**config.mk**
```make
export PLATFORM = sky130hd
export DESIGN_NAME = ifft_vec
export DESIGN_NICKNAME = d
export VERILOG_FILES = /design/src/rtl/ifft_pkg.sv /design/src/rtl/ifft_cmul.sv /design/src/rtl/ifft_bfly.sv /design/src/rtl/ifft_stage.sv /design/src/rtl/ifft_vec.sv
export SDC_FILE = /design/constraint.sdc
export NUM_CORES = 2
export LEC_CHECK = 0
export ABC_AREA = 1
export BUFFER_PORTS_ARGS = -buffer_cell sky130_fd_sc_hd__buf_2
export CORE_AREA = 4 4 454 456
export CTS_BUF_LIST = sky130_fd_sc_hd__clkbuf_8 sky130_fd_sc_hd__clkbuf_16
export CTS_CLUSTER_DIAMETER = 40
export DETAILED_ROUTE_END_ITERATION = 8
export DIE_AREA = 0 0 458 460
export MAX_ROUTING_LAYER = met4
export PLACE_DENSITY = 0.63
export SYNTH_ARGS = -nofsm -noshare
export SYNTH_HDL_FRONTEND = slang
export SYNTH_SLANG_ARGS = --single-unit
```
**constraint.sdc**
```tcl
create_clock -name clk -period 12.6 [get_ports clk]
set_clock_uncertainty 0.15 [all_clocks]
set_input_delay 0.63 -clock clk [delete_from_list [all_inputs] [get_ports clk]]
set_output_delay 0.63 -clock clk [all_outputs]
set_load 0.02 [all_outputs]
```
**src/rtl/ifft_pkg.sv**
```systemverilog
// Package ifft_pkg
// Purpose: elaboration-time helpers shared by the vector IFFT modules:
//          rotation constants and index bit reversal.
// Assumes: called only with constant arguments; npts is a power of two.
package ifft_pkg;

    localparam real PI_C = 3.14159265358979323846;

    // Sine by Taylor series on an argument already folded into [-pi, pi].
    function automatic real ser_sin(real x);
        real term;
        real acc;
        term = x;
        acc  = x;
        for (int k = 1; k < 14; k++) begin
            term = -term * x * x / real'((2 * k) * (2 * k + 1));
            acc  = acc + term;
        end
        return acc;
    endfunction

    // Cosine by Taylor series on an argument already folded into [-pi, pi].
    function automatic real ser_cos(real x);
        real term;
        real acc;
        term = 1.0;
        acc  = 1.0;
        for (int k = 1; k < 14; k++) begin
            term = -term * x * x / real'((2 * k - 1) * (2 * k));
            acc  = acc + term;
        end
        return acc;
    endfunction

    // Rounded fixed-point part of exp(+j*2*pi*idx/npts), with 1.0 = 2^(tw-2).
    function automatic int rot_const(int npts, int idx, int tw, bit want_im);
        real ang;
        real val;
        ang = 2.0 * PI_C * real'(idx % npts) / real'(npts);
        if (ang > PI_C) ang = ang - 2.0 * PI_C;
        val = (want_im ? ser_sin(ang) : ser_cos(ang)) * real'(1 << (tw - 2));
        return int'(val);
    endfunction

    // Reverse the lowest 'bits' bits of v.
    function automatic int bit_rev(int v, int bits);
        int r;
        r = 0;
        for (int b = 0; b < bits; b++) begin
            if (((v >> b) & 1) != 0) r = r | (1 << (bits - 1 - b));
        end
        return r;
    endfunction

endpackage

```
**src/rtl/ifft_cmul.sv**
```systemverilog
// Module ifft_cmul
// Purpose: multiplies a complex sample by a constant rotation (WR + jWI).
//          MULT3 selects three multipliers with five adders instead of
//          four multipliers with two adders.
// Assumes: PW is wide enough for the full product (AW + TW + 1 bits);
//          purely combinational, so the caller registers the result.
module ifft_cmul #(
    parameter int AW    = 17,
    parameter int TW    = 16,
    parameter int PW    = AW + TW + 1,
    parameter bit MULT3 = 1'b0,
    parameter int WR    = 0,
    parameter int WI    = 0
) (
    input  logic signed [AW-1:0] a_re,
    input  logic signed [AW-1:0] a_im,
    output logic signed [PW-1:0] p_re,
    output logic signed [PW-1:0] p_im
);

    localparam logic signed [PW-1:0] CR = PW'(WR);
    localparam logic signed [PW-1:0] CI = PW'(WI);

    logic signed [PW-1:0] xr;
    logic signed [PW-1:0] xi;

    // Sign-extend the operands to the product width.
    assign xr = PW'(a_re);
    assign xi = PW'(a_im);

    if (MULT3) begin : g_m3
        localparam logic signed [PW-1:0] C_DIF = CI - CR;
        localparam logic signed [PW-1:0] C_SUM = CR + CI;
        logic signed [PW-1:0] k1;
        logic signed [PW-1:0] k2;
        logic signed [PW-1:0] k3;
        // Three shared products combined into both parts.
        assign k1   = CR * (xr + xi);
        assign k2   = xr * C_DIF;
        assign k3   = xi * C_SUM;
        assign p_re = k1 - k3;
        assign p_im = k1 + k2;
    end else begin : g_m4
        // Direct four-product form.
        assign p_re = xr * CR - xi * CI;
        assign p_im = xr * CI + xi * CR;
    end

endmodule

```
**src/rtl/ifft_bfly.sv**
```systemverilog
// Module ifft_bfly
// Purpose: one radix-2 decimation-in-frequency butterfly. The sum output is
//          a+b; the difference output is (a-b) times a constant rotation.
//          With SCALE, both outputs are halved with round-half-up.
// Assumes: OW == IW when SCALE, OW == IW+1 otherwise; combinational only.
//          UNITY removes the multiplier when the rotation is exactly 1.
module ifft_bfly #(
    parameter int IW    = 16,
    parameter int OW    = 16,
    parameter int TW    = 16,
    parameter bit SCALE = 1'b1,
    parameter bit MULT3 = 1'b0,
    parameter bit UNITY = 1'b0,
    parameter int WR    = 0,
    parameter int WI    = 0
) (
    input  logic signed [IW-1:0] a_re,
    input  logic signed [IW-1:0] a_im,
    input  logic signed [IW-1:0] b_re,
    input  logic signed [IW-1:0] b_im,
    output logic signed [OW-1:0] s_re,
    output logic signed [OW-1:0] s_im,
    output logic signed [OW-1:0] d_re,
    output logic signed [OW-1:0] d_im
);

    localparam int SW = IW + 1;
    localparam logic signed [SW-1:0] HALF = SW'(1);

    logic signed [SW-1:0] sr;
    logic signed [SW-1:0] si;
    logic signed [SW-1:0] dr;
    logic signed [SW-1:0] di;

    // Full-precision sum and difference of the two inputs.
    assign sr = SW'(a_re) + SW'(b_re);
    assign si = SW'(a_im) + SW'(b_im);
    assign dr = SW'(a_re) - SW'(b_re);
    assign di = SW'(a_im) - SW'(b_im);

    if (SCALE) begin : g_sum_half
        // Halve the sum with round-half-up; the result always fits IW bits.
        assign s_re = OW'((sr + HALF) >>> 1);
        assign s_im = OW'((si + HALF) >>> 1);
    end else begin : g_sum_grow
        assign s_re = OW'(sr);
        assign s_im = OW'(si);
    end

    if (UNITY) begin : g_dif_unit
        if (SCALE) begin : g_half
            assign d_re = OW'((dr + HALF) >>> 1);
            assign d_im = OW'((di + HALF) >>> 1);
        end else begin : g_grow
            assign d_re = OW'(dr);
            assign d_im = OW'(di);
        end
    end else begin : g_dif_rot
        localparam int PW = SW + TW + 1;
        localparam int SH = TW - 2 + (SCALE ? 1 : 0);
        localparam logic signed [PW-1:0] RND  = PW'(64'sd1 <<< (SH - 1));
        localparam logic signed [PW-1:0] MAXV = PW'((64'sd1 <<< (OW - 1)) - 64'sd1);
        localparam logic signed [PW-1:0] MINV = -MAXV - PW'(1);

        logic signed [PW-1:0] p_re;
        logic signed [PW-1:0] p_im;
        logic signed [PW-1:0] r_re;
        logic signed [PW-1:0] r_im;

        ifft_cmul #(
            .AW(SW), .TW(TW), .PW(PW), .MULT3(MULT3), .WR(WR), .WI(WI)
        ) u_cmul (
            .a_re(dr), .a_im(di), .p_re(p_re), .p_im(p_im)
        );

        // Drop the fraction bits with round-half-up, plus the stage halving.
        assign r_re = (p_re + RND) >>> SH;
        assign r_im = (p_im + RND) >>> SH;

        // Clip the rotated parts to the stage width instead of wrapping.
        always_comb begin
            if (r_re > MAXV)      d_re = MAXV[OW-1:0];
            else if (r_re < MINV) d_re = MINV[OW-1:0];
            else                  d_re = r_re[OW-1:0];
            if (r_im > MAXV)      d_im = MAXV[OW-1:0];
            else if (r_im < MINV) d_im = MINV[OW-1:0];
            else                  d_im = r_im[OW-1:0];
        end
    end

endmodule

```
**src/rtl/ifft_stage.sv**
```systemverilog
// Module ifft_stage
// Purpose: one registered decimation-in-frequency stage of the vector IFFT.
//          Stage STG pairs elements that lie NPTS>>(STG+1) apart and applies
//          the rotation exp(+j*2*pi*k*2^STG/NPTS) to the difference branch.
// Assumes: NPTS is a power of two; the vector registers load only on valid;
//          synchronous active-low reset clears the data and the valid flag.
module ifft_stage #(
    parameter int NPTS  = 8,
    parameter int STG   = 0,
    parameter int IW    = 16,
    parameter int OW    = 16,
    parameter int TW    = 16,
    parameter bit SCALE = 1'b1,
    parameter bit MULT3 = 1'b0
) (
    input  logic               clk,
    input  logic               rst_n,
    input  logic               vi,
    input  logic [NPTS*IW-1:0] dre,
    input  logic [NPTS*IW-1:0] dim,
    output logic               vo,
    output logic [NPTS*OW-1:0] qre,
    output logic [NPTS*OW-1:0] qim
);

    localparam int SPAN = NPTS >> (STG + 1);

    logic signed [OW-1:0] nre [NPTS];
    logic signed [OW-1:0] nim [NPTS];

    for (genvar p = 0; p < NPTS / 2; p++) begin : g_bf
        localparam int K  = p % SPAN;
        localparam int EI = (p / SPAN) * 2 * SPAN + K;
        localparam int EJ = EI + SPAN;
        localparam int T  = (K << STG) % NPTS;
        localparam int WR = ifft_pkg::rot_const(NPTS, T, TW, 1'b0);
        localparam int WI = ifft_pkg::rot_const(NPTS, T, TW, 1'b1);

        ifft_bfly #(
            .IW(IW), .OW(OW), .TW(TW), .SCALE(SCALE), .MULT3(MULT3),
            .UNITY(T == 0), .WR(WR), .WI(WI)
        ) u_bfly (
            .a_re(dre[EI*IW +: IW]),
            .a_im(dim[EI*IW +: IW]),
            .b_re(dre[EJ*IW +: IW]),
            .b_im(dim[EJ*IW +: IW]),
            .s_re(nre[EI]),
            .s_im(nim[EI]),
            .d_re(nre[EJ]),
            .d_im(nim[EJ])
        );
    end

    // Stage register: clear on reset, load a new vector only when valid.
    always_ff @(posedge clk) begin
        if (!rst_n) begin
            vo  <= 1'b0;
            qre <= '0;
            qim <= '0;
        end else begin
            vo <= vi;
            if (vi) begin
                for (int e = 0; e < NPTS; e++) begin
                    qre[e*OW +: OW] <= nre[e];
                    qim[e*OW +: OW] <= nim[e];
                end
            end
        end
    end

endmodule

```
**src/rtl/ifft_vec.sv**
```systemverilog
// Module ifft_vec
// Purpose: fully parallel pipelined N-point inverse FFT, one complex vector
//          per clock. It chains log2(NPTS) stages and rewires the
//          bit-reversed result of the last stage into natural order.
// Assumes: NPTS is a power of two from 4 to 64; latency is log2(NPTS)
//          clocks; SCALE=1 halves at each stage, SCALE=0 grows one bit per
//          stage; rst_n is synchronous and active low.
module ifft_vec #(
    parameter int NPTS  = 8,
    parameter int DW    = 16,
    parameter int TW    = 16,
    parameter bit SCALE = 1'b1,
    parameter bit MULT3 = 1'b0,
    localparam int LG   = $clog2(NPTS),
    localparam int OW   = SCALE ? DW : DW + LG
) (
    input  logic               clk,
    input  logic               rst_n,
    input  logic               in_vld,
    input  logic [NPTS*DW-1:0] in_re,
    input  logic [NPTS*DW-1:0] in_im,
    output logic               out_vld,
    output logic [NPTS*OW-1:0] out_re,
    output logic [NPTS*OW-1:0] out_im
);

    for (genvar s = 0; s < LG; s++) begin : g_st
        localparam int SIW = SCALE ? DW : DW + s;
        localparam int SOW = SCALE ? DW : DW + s + 1;
        logic               vld;
        logic [NPTS*SOW-1:0] q_re;
        logic [NPTS*SOW-1:0] q_im;

        if (s == 0) begin : g_first
            ifft_stage #(
                .NPTS(NPTS), .STG(s), .IW(SIW), .OW(SOW), .TW(TW),
                .SCALE(SCALE), .MULT3(MULT3)
            ) u_stage (
                .clk(clk), .rst_n(rst_n), .vi(in_vld),
                .dre(in_re), .dim(in_im),
                .vo(vld), .qre(q_re), .qim(q_im)
            );
        end else begin : g_next
            ifft_stage #(
                .NPTS(NPTS), .STG(s), .IW(SIW), .OW(SOW), .TW(TW),
                .SCALE(SCALE), .MULT3(MULT3)
            ) u_stage (
                .clk(clk), .rst_n(rst_n), .vi(g_st[s-1].vld),
                .dre(g_st[s-1].q_re), .dim(g_st[s-1].q_im),
                .vo(vld), .qre(q_re), .qim(q_im)
            );
        end
    end

    assign out_vld = g_st[LG-1].vld;

    // Natural-order output: element n comes from position bitrev(n).
    for (genvar n = 0; n < NPTS; n++) begin : g_ord
        localparam int SRC = ifft_pkg::bit_rev(n, LG);
        assign out_re[n*OW +: OW] = g_st[LG-1].q_re[SRC*OW +: OW];
        assign out_im[n*OW +: OW] = g_st[LG-1].q_im[SRC*OW +: OW];
    end

endmodule

```
==> run metrics <==
status complete, no violations; final setup violation count 0; clock root buffer sky130_fd_sc_hd__clkbuf_16; initial core utilization 50.0%; Detail Route Antenna Nets 0; Yosys top cell by area sky130_fd_sc_hd__ha_1; via count of the routed design 91800; path class of the lowest-slack min-delay path in -> reg; number of antenna violations at the first check in global routing 33; via count of the first global-routing pass 88200; ys async rst share 0%; via/cell ratio 5.29; summed negative setup slack over all endpoints 0 ns; CP Max Fanout 15; TritonCTS clock tree done; number of synthesized flops with an enable pin 0; Clock H-tree levels 4; hold_buf cts 0; most used flip-flop cell after synthesis sky130_fd_sc_hd__dfxtp_1; normalized max-slew margin 23.7%; clock input transition at the sequential cells of the worst setup and hold paths 0.05 ns; core area 202000 µm²; Min Clock Period, post-route 10.77 ns; final-report hold violation count 0; cells taking the most area after synthesis sky130_fd_sc_hd__ha_1 (22%), sky130_fd_sc_hd__dfxtp_1 (15%), sky130_fd_sc_hd__fa_1 (12%), sky130_fd_sc_hd__inv_1 (11%), sky130_fd_sc_hd__nand2_1 (8.3%); number of warnings printed during yosys synthesis 0; worst reg2reg setup slack 8.26 ns; worst-skew pair later-pin latency 0.80 ns; Initial DRT Pass Iterations 6; WL/cell 20.8 µm; Tightest Pin Transition 1.14 ns; Max stage delay cell, worst path sky130_fd_sc_hd__xor2_1; critical path startpoint category primary input; maximum operating frequency 0.0929 GHz; ratio of final minimum period to clock period 85.5%; max-cap viol count 0; number of nets in the synthesized netlist 16800; gp weighted congestion 1.08; Slew Viols, Final 0; count of unique library cells instantiated by Yosys 72; setup repair after global routing missed its margin no; number of cells in the design after placement 17100; number of DRC violations after detailed-routing iteration 0 7439; cells resized by post-CTS repair 0; gr ovfl total 0; stage delay of the slowest cell on the critical path 0.91 ns; required time of the worst setup path 13.12 ns; crit-path most repeated cell sky130_fd_sc_hd__nand2_1; synthesized cell area 101000 µm²; worst reg2reg path endpoint g_st[2].g_next.u_stage.qim[79]; Reg-to-Reg Start g_st[1].g_next.u_stage.qim[82]; Arrival @ worst endpoint 11.29 ns; Post-Layout Cell Count 17300; Yosys reg bits 771; sequential fraction of the synthesis area 15.3%; Cells on Worst Hold Path 4; number of remaining DRC errors 0; global-route usage over all layers 34.4%; number of buffers inserted during clock tree synthesis 140; maximum clock insertion buffer count 3; top-area cell type share of the netlist area 22.3%; Die Ht 460 µm; share of final-layout standard cells stronger than drive strength 1 6.94%; kind of critical path in -> reg; overall die area 211000 µm²; most instantiated library cell after synthesis sky130_fd_sc_hd__inv_1; sum of routed wire length over all layers 361000 µm; Syn Inst Count 14100; clk sink count 771; buffers inserted by post-CTS timing repair 0; width of the die 458 µm; sink of the worst hold path g_st[0].g_first.u_stage.qim[0]; reg2reg path depth 14; endpoint type of the worst setup path register; net total in the final layout 17200; Site Rows 165; count of buffers from port buffering 515; synthesized area per cell 7.14 µm²; largest net degree at the start of global routing 156; area growth from synthesis to layout 10.2%; wire length of the first global-routing pass 540000 µm; Boundary Pins 516; detailed placer's ending HPWL 307000 µm; Commonest cells post-synth sky130_fd_sc_hd__inv_1 (2894), sky130_fd_sc_hd__nand2_1 (2224), sky130_fd_sc_hd__ha_1 (1796); HP Start in_im[65]
[flip-flops by register name, indices dropped and copies added, names as in the netlist]
name                      cells
g_st.g_first.u_stage.qim    128
g_st.g_next.u_stage.qre     256
g_st.g_first.u_stage.vo       1
g_st.g_next.u_stage.vo        2
g_st.g_first.u_stage.qre    128
g_st.g_next.u_stage.qim     256
[worst max-delay path by stage]
stage	endpoint	depth (start not counted)	slack, ns	from
detailed placement	g_st[0].g_first.u_stage.qre[124]	48	1.16	in_re[114]
global route	g_st[0].g_first.u_stage.qim[115]	47	0.88	in_re[114]
finish	g_st[0].g_first.u_stage.qre[124]	48	1.83	in_re[114]
floorplan	g_st[0].g_first.u_stage.qim[117]	50	2.00	in_re[114]
global placement	g_st[0].g_first.u_stage.qim[114]	47	1.21	in_re[114]
CTS	g_st[0].g_first.u_stage.qre[124]	48	1.92	in_re[114]
[metal layers]
metal | global-route usage, % | routed length, µm | vias to the layer above
met2 | 55.2 | 164000 | 2679
met4 | 14.4 | 17600 | 0
met5 | - | 0 | -
met1 | 43.7 | 158000 | 42800
met3 | 4.82 | 21700 | 550
li1 | - | - | 45700
[cell usage in the layout (no fill, tap or decap), types with 20 or more instances in the layout]
cell type / n
sky130_fd_sc_hd__ha_1: 1796
sky130_fd_sc_hd__nor3_1: 130
sky130_fd_sc_hd__o31ai_1: 63
sky130_fd_sc_hd__o211ai_1: 32
sky130_fd_sc_hd__inv_6: 29
sky130_fd_sc_hd__a21boi_0: 77
sky130_fd_sc_hd__o22ai_1: 63
sky130_fd_sc_hd__and2_1: 20
sky130_fd_sc_hd__buf_2: 513
sky130_fd_sc_hd__a31oi_1: 40
sky130_fd_sc_hd__nand4_1: 69
sky130_fd_sc_hd__dfxtp_1: 769
sky130_fd_sc_hd__clkbuf_16: 142
sky130_fd_sc_hd__o21ai_0: 925
sky130_fd_sc_hd__buf_4: 68
sky130_fd_sc_hd__xnor2_1: 145
sky130_fd_sc_hd__inv_1: 2901
sky130_fd_sc_hd__a21oi_1: 1098
sky130_fd_sc_hd__a21o_1: 37
sky130_fd_sc_hd__nand2_1: 2222
sky130_fd_sc_hd__nor4_1: 32
sky130_fd_sc_hd__nor2_1: 1356
sky130_fd_sc_hd__o21bai_1: 78
sky130_fd_sc_hd__nor2_2: 28
sky130_fd_sc_hd__a221oi_1: 21
sky130_fd_sc_hd__inv_2: 23
sky130_fd_sc_hd__nand2_2: 21
sky130_fd_sc_hd__or2_2: 40
sky130_fd_sc_hd__nand3_1: 497
sky130_fd_sc_hd__xor2_1: 503
sky130_fd_sc_hd__a32o_1: 25
sky130_fd_sc_hd__fa_1: 601
[logic make-up (layout without fill, tap and decap cells)]
family	count (synthesis)	after routing	synth area share (%)
simple gates	4465	4465	18.2
buf+inv	3234	3767	12.2
compound gates	2588	2588	14.3
fa+ha+maj	2397	2397	34.2
flops	771	771	15.3
xor+xnor	658	658	5.76
other cells	1	19	0.00372
[critical path: cells and delay by family]
family | cells | cell delay [ns]
AO/OA/AOI/OAI | 7 | 1.41
XOR/XNOR | 1 | 0.91
adder cells (fa/ha/maj) | 10 | 4.87
buffers and inverters | 10 | 0.94
AND/OR/NAND/NOR | 20 | 2.50
[layout make-up]
class	count	area (µm²)
fill	20100	90600
multi-input combinational	10100	73200
sequential	771	15400
inverter	2925	11000
clock buffer	152	3690
tap	2672	3340
timing repair buffer	585	3140
clock inverter	105	1280
antenna	18	45.0
[metrics by stage]
stage | util, % | setup WS, ns | area [µm²] | hold WS [ns]
floorplan | - | 2.00 | 101000 | 0.302
global placement | 52.6 | 1.21 | 106000 | 0.303
detailed placement | 52.6 | 1.16 | 106000 | 0.305
CTS | 55.1 | 1.92 | 111000 | 0.0667
global route | 55.1 | 0.882 | 111000 | 0.0893
finish | 55.1 | 1.83 | 111000 | 0.112
Power is left out: the tool's default activity adds up to more than one toggle a clock period on the data nets, which glitch-free logic cannot reach.
